`config.mk`:
```
export PLATFORM = sky130hd
export DESIGN_NAME = banked_irq_ctrl
export DESIGN_NICKNAME = d
export VERILOG_FILES = /design/src/rtl/birq_pkg.sv /design/src/rtl/birq_bank.sv /design/src/rtl/birq_summary.sv /design/src/rtl/birq_readmux.sv /design/src/rtl/banked_irq_ctrl.sv
export SDC_FILE = /design/constraint.sdc
export NUM_CORES = 1
export LEC_CHECK = 0
export CORE_MARGIN = 2
export CORE_UTILIZATION = 57
export DETAILED_ROUTE_END_ITERATION = 6
export PLACE_DENSITY = 0.95
export RECOVER_POWER = 25
export SLEW_MARGIN = 20
export SYNTH_ARGS = -nofsm -noshare
export SYNTH_HDL_FRONTEND = slang
export SYNTH_HIERARCHICAL = 1
export SYNTH_SLANG_ARGS = --single-unit
```
`constraint.sdc`:
```
create_clock -name clk -period 5.11 [get_ports clk]
set_input_delay 0.511 -clock clk [delete_from_list [all_inputs] [get_ports clk]]
set_output_delay 0.511 -clock clk [all_outputs]
set_load 0.05 [all_outputs]
```
`src/rtl/birq_pkg.sv`:
```
package birq_pkg;

  localparam int DATA_W = 32;
  localparam int ADDR_W = 8;
  localparam int NBANK  = 3;

  typedef enum logic [2:0] {
    RK_NONE,
    RK_SUMMARY,
    RK_PEND,
    RK_ENSET,
    RK_ENCLR
  } reg_kind_e;

  typedef struct packed {
    reg_kind_e  kind;
    logic [1:0] bank;
  } reg_sel_t;

  // Word 0: summary; words 1-3: pending; words 4-6: enable set; words 7-9: enable clear.
  function automatic reg_sel_t decode_addr(input logic [ADDR_W-1:0] a);
    reg_sel_t   s;
    logic [5:0] w;
    s.kind = RK_NONE;
    s.bank = 2'd0;
    w      = a[ADDR_W-1:2];
    if (a[1:0] == 2'b00) begin
      if (w == 6'd0) begin
        s.kind = RK_SUMMARY;
      end else if (w <= 6'd3) begin
        s.kind = RK_PEND;
        s.bank = 2'(w - 6'd1);
      end else if (w <= 6'd6) begin
        s.kind = RK_ENSET;
        s.bank = 2'(w - 6'd4);
      end else if (w <= 6'd9) begin
        s.kind = RK_ENCLR;
        s.bank = 2'(w - 6'd7);
      end
    end
    return s;
  endfunction

endpackage

```
`src/rtl/birq_bank.sv`:
```
module birq_bank #(
  parameter int WIDTH = 32
) (
  input  logic             clk,
  input  logic             rst_n,
  input  logic             set_we,
  input  logic             clr_we,
  input  logic [WIDTH-1:0] wbits,
  input  logic [WIDTH-1:0] level,
  output logic [WIDTH-1:0] en_mask,
  output logic [WIDTH-1:0] pend
);

  function automatic logic [WIDTH-1:0] next_enable(
    input logic [WIDTH-1:0] cur,
    input logic [WIDTH-1:0] bits,
    input logic             do_set
  );
    return do_set ? (cur | bits) : (cur & ~bits);
  endfunction

  logic [WIDTH-1:0] en_q;

  always_ff @(posedge clk or negedge rst_n) begin
    if (!rst_n) begin
      en_q <= '0;
    end else if (set_we || clr_we) begin
      en_q <= next_enable(en_q, wbits, set_we);
    end
  end

  assign en_mask = en_q;
  assign pend    = level & en_q;

endmodule

```
`src/rtl/birq_summary.sv`:
```
module birq_summary #(
  parameter int LOCAL_N  = 8,
  parameter int PERIPH_N = 32,
  parameter int SC1_BASE = 7,
  parameter int SC1_N    = 5,
  parameter int SC2_BASE = 21,
  parameter int SC2_N    = 6
) (
  input  logic [LOCAL_N-1:0]  pend0,
  input  logic [PERIPH_N-1:0] pend1,
  input  logic [PERIPH_N-1:0] pend2,
  output logic [31:0]         summary
);

  localparam int FLAG1   = LOCAL_N;
  localparam int FLAG2   = LOCAL_N + 1;
  localparam int SC1_LSB = LOCAL_N + 2;
  localparam int SC2_LSB = SC1_LSB + SC1_N;

  always_comb begin
    summary                   = '0;
    summary[LOCAL_N-1:0]      = pend0;
    summary[FLAG1]            = |pend1;
    summary[FLAG2]            = |pend2;
    summary[SC1_LSB +: SC1_N] = pend1[SC1_BASE +: SC1_N];
    summary[SC2_LSB +: SC2_N] = pend2[SC2_BASE +: SC2_N];
  end

endmodule

```
`src/rtl/birq_readmux.sv`:
```
module birq_readmux
  import birq_pkg::*;
(
  input  reg_sel_t                     sel,
  input  logic [31:0]                  summary,
  input  logic [NBANK-1:0][DATA_W-1:0] pend_arr,
  input  logic [NBANK-1:0][DATA_W-1:0] en_arr,
  output logic [DATA_W-1:0]            rd_value
);

  always_comb begin
    case (sel.kind)
      RK_SUMMARY:        rd_value = summary;
      RK_PEND:           rd_value = pend_arr[sel.bank];
      RK_ENSET, RK_ENCLR: rd_value = en_arr[sel.bank];
      default:           rd_value = '0;
    endcase
  end

endmodule

```
`src/rtl/banked_irq_ctrl.sv`:
```
module banked_irq_ctrl
  import birq_pkg::*;
#(
  parameter int LOCAL_N  = 8,
  parameter int PERIPH_N = 32,
  parameter int SC1_BASE = 7,
  parameter int SC1_N    = 5,
  parameter int SC2_BASE = 21,
  parameter int SC2_N    = 6,
  localparam int NSRC    = LOCAL_N + 2 * PERIPH_N
) (
  input  logic              clk,
  input  logic              rst_n,
  input  logic [NSRC-1:0]   src_lvl,
  input  logic              wr_en,
  input  logic              rd_en,
  input  logic [ADDR_W-1:0] addr,
  input  logic [DATA_W-1:0] wdata,
  output logic [DATA_W-1:0] rdata,
  output logic              irq
);

  reg_sel_t                     sel;
  logic [NBANK-1:0]             set_we;
  logic [NBANK-1:0]             clr_we;
  logic [NBANK-1:0][DATA_W-1:0] en_arr;
  logic [NBANK-1:0][DATA_W-1:0] pend_arr;
  logic [31:0]                  summary;
  logic [DATA_W-1:0]            rd_value;

  assign sel = decode_addr(addr);

  for (genvar b = 0; b < NBANK; b++) begin : g_bank
    localparam int W   = (b == 0) ? LOCAL_N : PERIPH_N;
    localparam int OFF = (b == 0) ? 0 : LOCAL_N + (b - 1) * PERIPH_N;

    logic [W-1:0] en_w;
    logic [W-1:0] pend_w;

    assign set_we[b] = wr_en && (sel.kind == RK_ENSET) && (sel.bank == 2'(b));
    assign clr_we[b] = wr_en && (sel.kind == RK_ENCLR) && (sel.bank == 2'(b));

    birq_bank #(.WIDTH(W)) u_bank (
      .clk     (clk),
      .rst_n   (rst_n),
      .set_we  (set_we[b]),
      .clr_we  (clr_we[b]),
      .wbits   (wdata[W-1:0]),
      .level   (src_lvl[OFF +: W]),
      .en_mask (en_w),
      .pend    (pend_w)
    );

    assign en_arr[b]   = DATA_W'(en_w);
    assign pend_arr[b] = DATA_W'(pend_w);
  end

  birq_summary #(
    .LOCAL_N  (LOCAL_N),
    .PERIPH_N (PERIPH_N),
    .SC1_BASE (SC1_BASE),
    .SC1_N    (SC1_N),
    .SC2_BASE (SC2_BASE),
    .SC2_N    (SC2_N)
  ) u_summary (
    .pend0   (pend_arr[0][LOCAL_N-1:0]),
    .pend1   (pend_arr[1][PERIPH_N-1:0]),
    .pend2   (pend_arr[2][PERIPH_N-1:0]),
    .summary (summary)
  );

  birq_readmux u_readmux (
    .sel      (sel),
    .summary  (summary),
    .pend_arr (pend_arr),
    .en_arr   (en_arr),
    .rd_value (rd_value)
  );

  always_ff @(posedge clk or negedge rst_n) begin
    if (!rst_n) begin
      rdata <= '0;
    end else if (rd_en) begin
      rdata <= rd_value;
    end
  end

  assign irq = |pend_arr;

endmodule

```
==> impl_metrics.yaml <==
outcome:
  status: "finished with violations"
  violations: "capacitance limit, slew limit"
logic_synthesis:
  async_reset_ff_frac: 1.000
  synth_warnings: 6
  ys_ff_latch: 104
  synth_cell_type_count: 50
  syn_area_mm2: 0.007635
  syn_inst: 791
  synth-edff-count: 0
  synth_area_leaders: "dfrtp_1 34%, a22o_1 8.3%, and2_1 6.1%"
  avgSynthCellArea_um2: 9.652
  synthTopCellsByCount: "104 x dfrtp_1, 104 x nand2_1, 74 x and2_1"
  netlist.area_leader.share: 0.3409
  ys_seq_area_frac: 0.3409
  synth_ff_type: "dfrtp_1"
  synth_largest_area_cell: "dfrtp_1"
worst_setup_path:
  r2r_setup_slack_ns: 2.96
  cp_max_fo: 3
  cp_top_family: "simple AND/OR/NAND/NOR gates"
  cp.buffers_inverters: 2
  cp_slowest_stage_delay_ns: 0.73
  cp.required_ns: 4.60
  crit_path_end_kind: "output port"
  cp_cell_sequence: "clkdlybuf4s50_1 -> and2_1 -> nor4_1 -> and4_1 -> nand3_1 -> or4_1 -> clkdlybuf4s50_1"
  crit_top_cell: "clkdlybuf4s50_1"
  cp.arrival_ns: 3.17
  crit_slowest_cell: "clkdlybuf4s50_1"
  rr_worst_depth: 7
  crit_type: "primary input to output port"
  start_kind: "primary input"
  r2r-end: "rdata[9]"
sta:
  timing.final.crit_share: 0.7212
  hold_slack_ns: 0.5007
  setup_tns_ns: 0
  worst_slew_pin_slew_ns: 2.343
  maxSlewViolCount: 107
  fmax_mhz: 271.3
  rsz0062_at_grt: "no"
  max_slew_margin: -0.5617
  hold_viol: 0
  setup_viol: 0
  skew_ns: 0.01015
  period_needed_ns: 3.686
global_route:
  grt_max_degree: 63
  grt_overflow: 0
  track_usage: 0.3299
  gr-usage-met3: 0.08032
  grt_use_met2: 0.5129
  grtUsageMet1: 0.4235
  grt_pass1_wl_mm: 36.96
  grt-busiest-layer: "met2"
  antenna_found_initial: 0
  grt_pass1_vias: 7086
drt:
  vias_per_cell: 6.429
  drt-total-wl_mm: 23.51
  postRouteAntennaNets: 0
  wl_per_cell_um: 20.96
  drt_first_pass_iters: 6
  drt-initial-drc-count: 801
  drcViolationCount: 0
  vias: 7213
place:
  routabilityCongestion: 0.8697
  hpwl_mm: 16.47
  port_buffers: 148
job:
  maxCapViolCount: 2
pwr:
  swShare: 0.2568
  pwr-share-comb: 0.181
  internal_power_mw: 1.471
  max-vdd-ir-drop_uv: 179.8
  power_density_mw_per_mm2: 209.2
  power_mw: 1.980
  power.switching_mw: 0.5084
  pwr-share-seq: 0.435
  clockPowerShare: 0.384
  leakagePower_nw: 4.037
floorplan:
  io_pins: 149
  rows: 42
  dieArea_mm2: 0.01434
  dieHeight_um: 119.7
  initial_utilization: 0.5811
  fp.dieW_um: 119.7
  coreArea_mm2: 0.01314
clocking:
  clk_pin_slew_worst_paths_ns: 0.07
  clk_latency_ns: 0.36
  postCtsSetupBuffers: 0
  cts_hold_buf: 0
  clock-root-buffer: "clkbuf_16"
  cts_buffers: 9
  cts_resized: 0
  htreeDepth: 3
  clockBufferDepth: 2
  cts_tree: "yes"
  cts_sinks: 104
final_layout:
  area_growth_pct: 23.96
  drive_above_1_share: 0.1471
  nNetsFinal: 1060
  fin_util: 0.7204
hold_path:
  hp-start: "rdata[31]"
  hold_path_class: "register to register"
  holdPathEnd: "rdata[31]"
  whs_path_depth: 1
per-stage QoR:
step | setup slack (ns) | cell area [um^2] | cells
after floorplan | 2.329 | 7849 | 848
after global placement | 1.260 | 9145 | 1105
after detailed placement | 1.144 | 9145 | 1105
after CTS | 1.489 | 9468 | 1121
after global routing | 1.077 | 9462 | 1121
final | 1.424 | 9464 | 1122
worst max path at each step:
stage	startpoint	end	cells after the start
final	src_lvl[25]	irq	7
after global routing	rst_n	asynchronous set/reset pin	2
after CTS	src_lvl[25]	irq	7
after detailed placement	addr[2]	rdata[22]	12
after global placement	addr[2]	rdata[22]	12
after floorplan	addr[2]	rdata[31]	12
cells by family after synthesis:
group | Yosys count | synth area share
AND/OR/NAND/NOR | 315 | 0.2316
AO/OA/AOI/OAI | 212 | 0.2317
flip-flops | 104 | 0.3409
buffers and inverters | 90 | 0.07915
multiplexers | 64 | 0.1091
adder cells (fa/ha/maj) | 4 | 0.006555
other | 2 | 0.0009837
power by group through the flow:
| stage | registers, mW | logic [mW] | clock network [mW] |
|---|---|---|---|
| floorplan | 0.885 | 0.179 | 0 |
| global placement | 0.876 | 0.343 | 0 |
| detailed placement | 0.877 | 0.350 | 0 |
| CTS | 0.862 | 0.352 | 0.760 |
| global route | 0.864 | 0.382 | 0.794 |
| finish | 0.862 | 0.358 | 0.760 |
placed cells by master (no fill, tap or decap), drive strengths merged, types with 7 or more instances in the layout:
master / Yosys / layout
a22oi: 32 / 32
nand4: 7 / 7
clkdlybuf4s50: 0 / 147
buf: 76 / 18
o221ai: 32 / 32
and2: 74 / 74
conb: 2 / 59
o21ai: 32 / 32
nand2: 105 / 105
dfrtp: 104 / 104
nor2b: 66 / 66
nor4: 35 / 35
mux2: 64 / 64
a211oi: 32 / 32
a22o: 72 / 72
clkbuf: 10 / 13
layer usage:
layer,up-vias,wire (um)
met2,503,10780
li1,3140,-
met3,102,2458
met5,-,0
met1,3468,9104
met4,0,1174
final cells by class:
class / instances / area [um^2]
tap: 176 / 220.2
inverter: 4 / 15.01
antenna: 1 / 2.502
timing repair buffer: 167 / 1615
clock inverter: 5 / 80.08
sequential: 104 / 2603
clock buffer: 11 / 242.7
multi-input combinational: 654 / 4686
fill: 923 / 3674
Power figures use the tool's default switching activity.
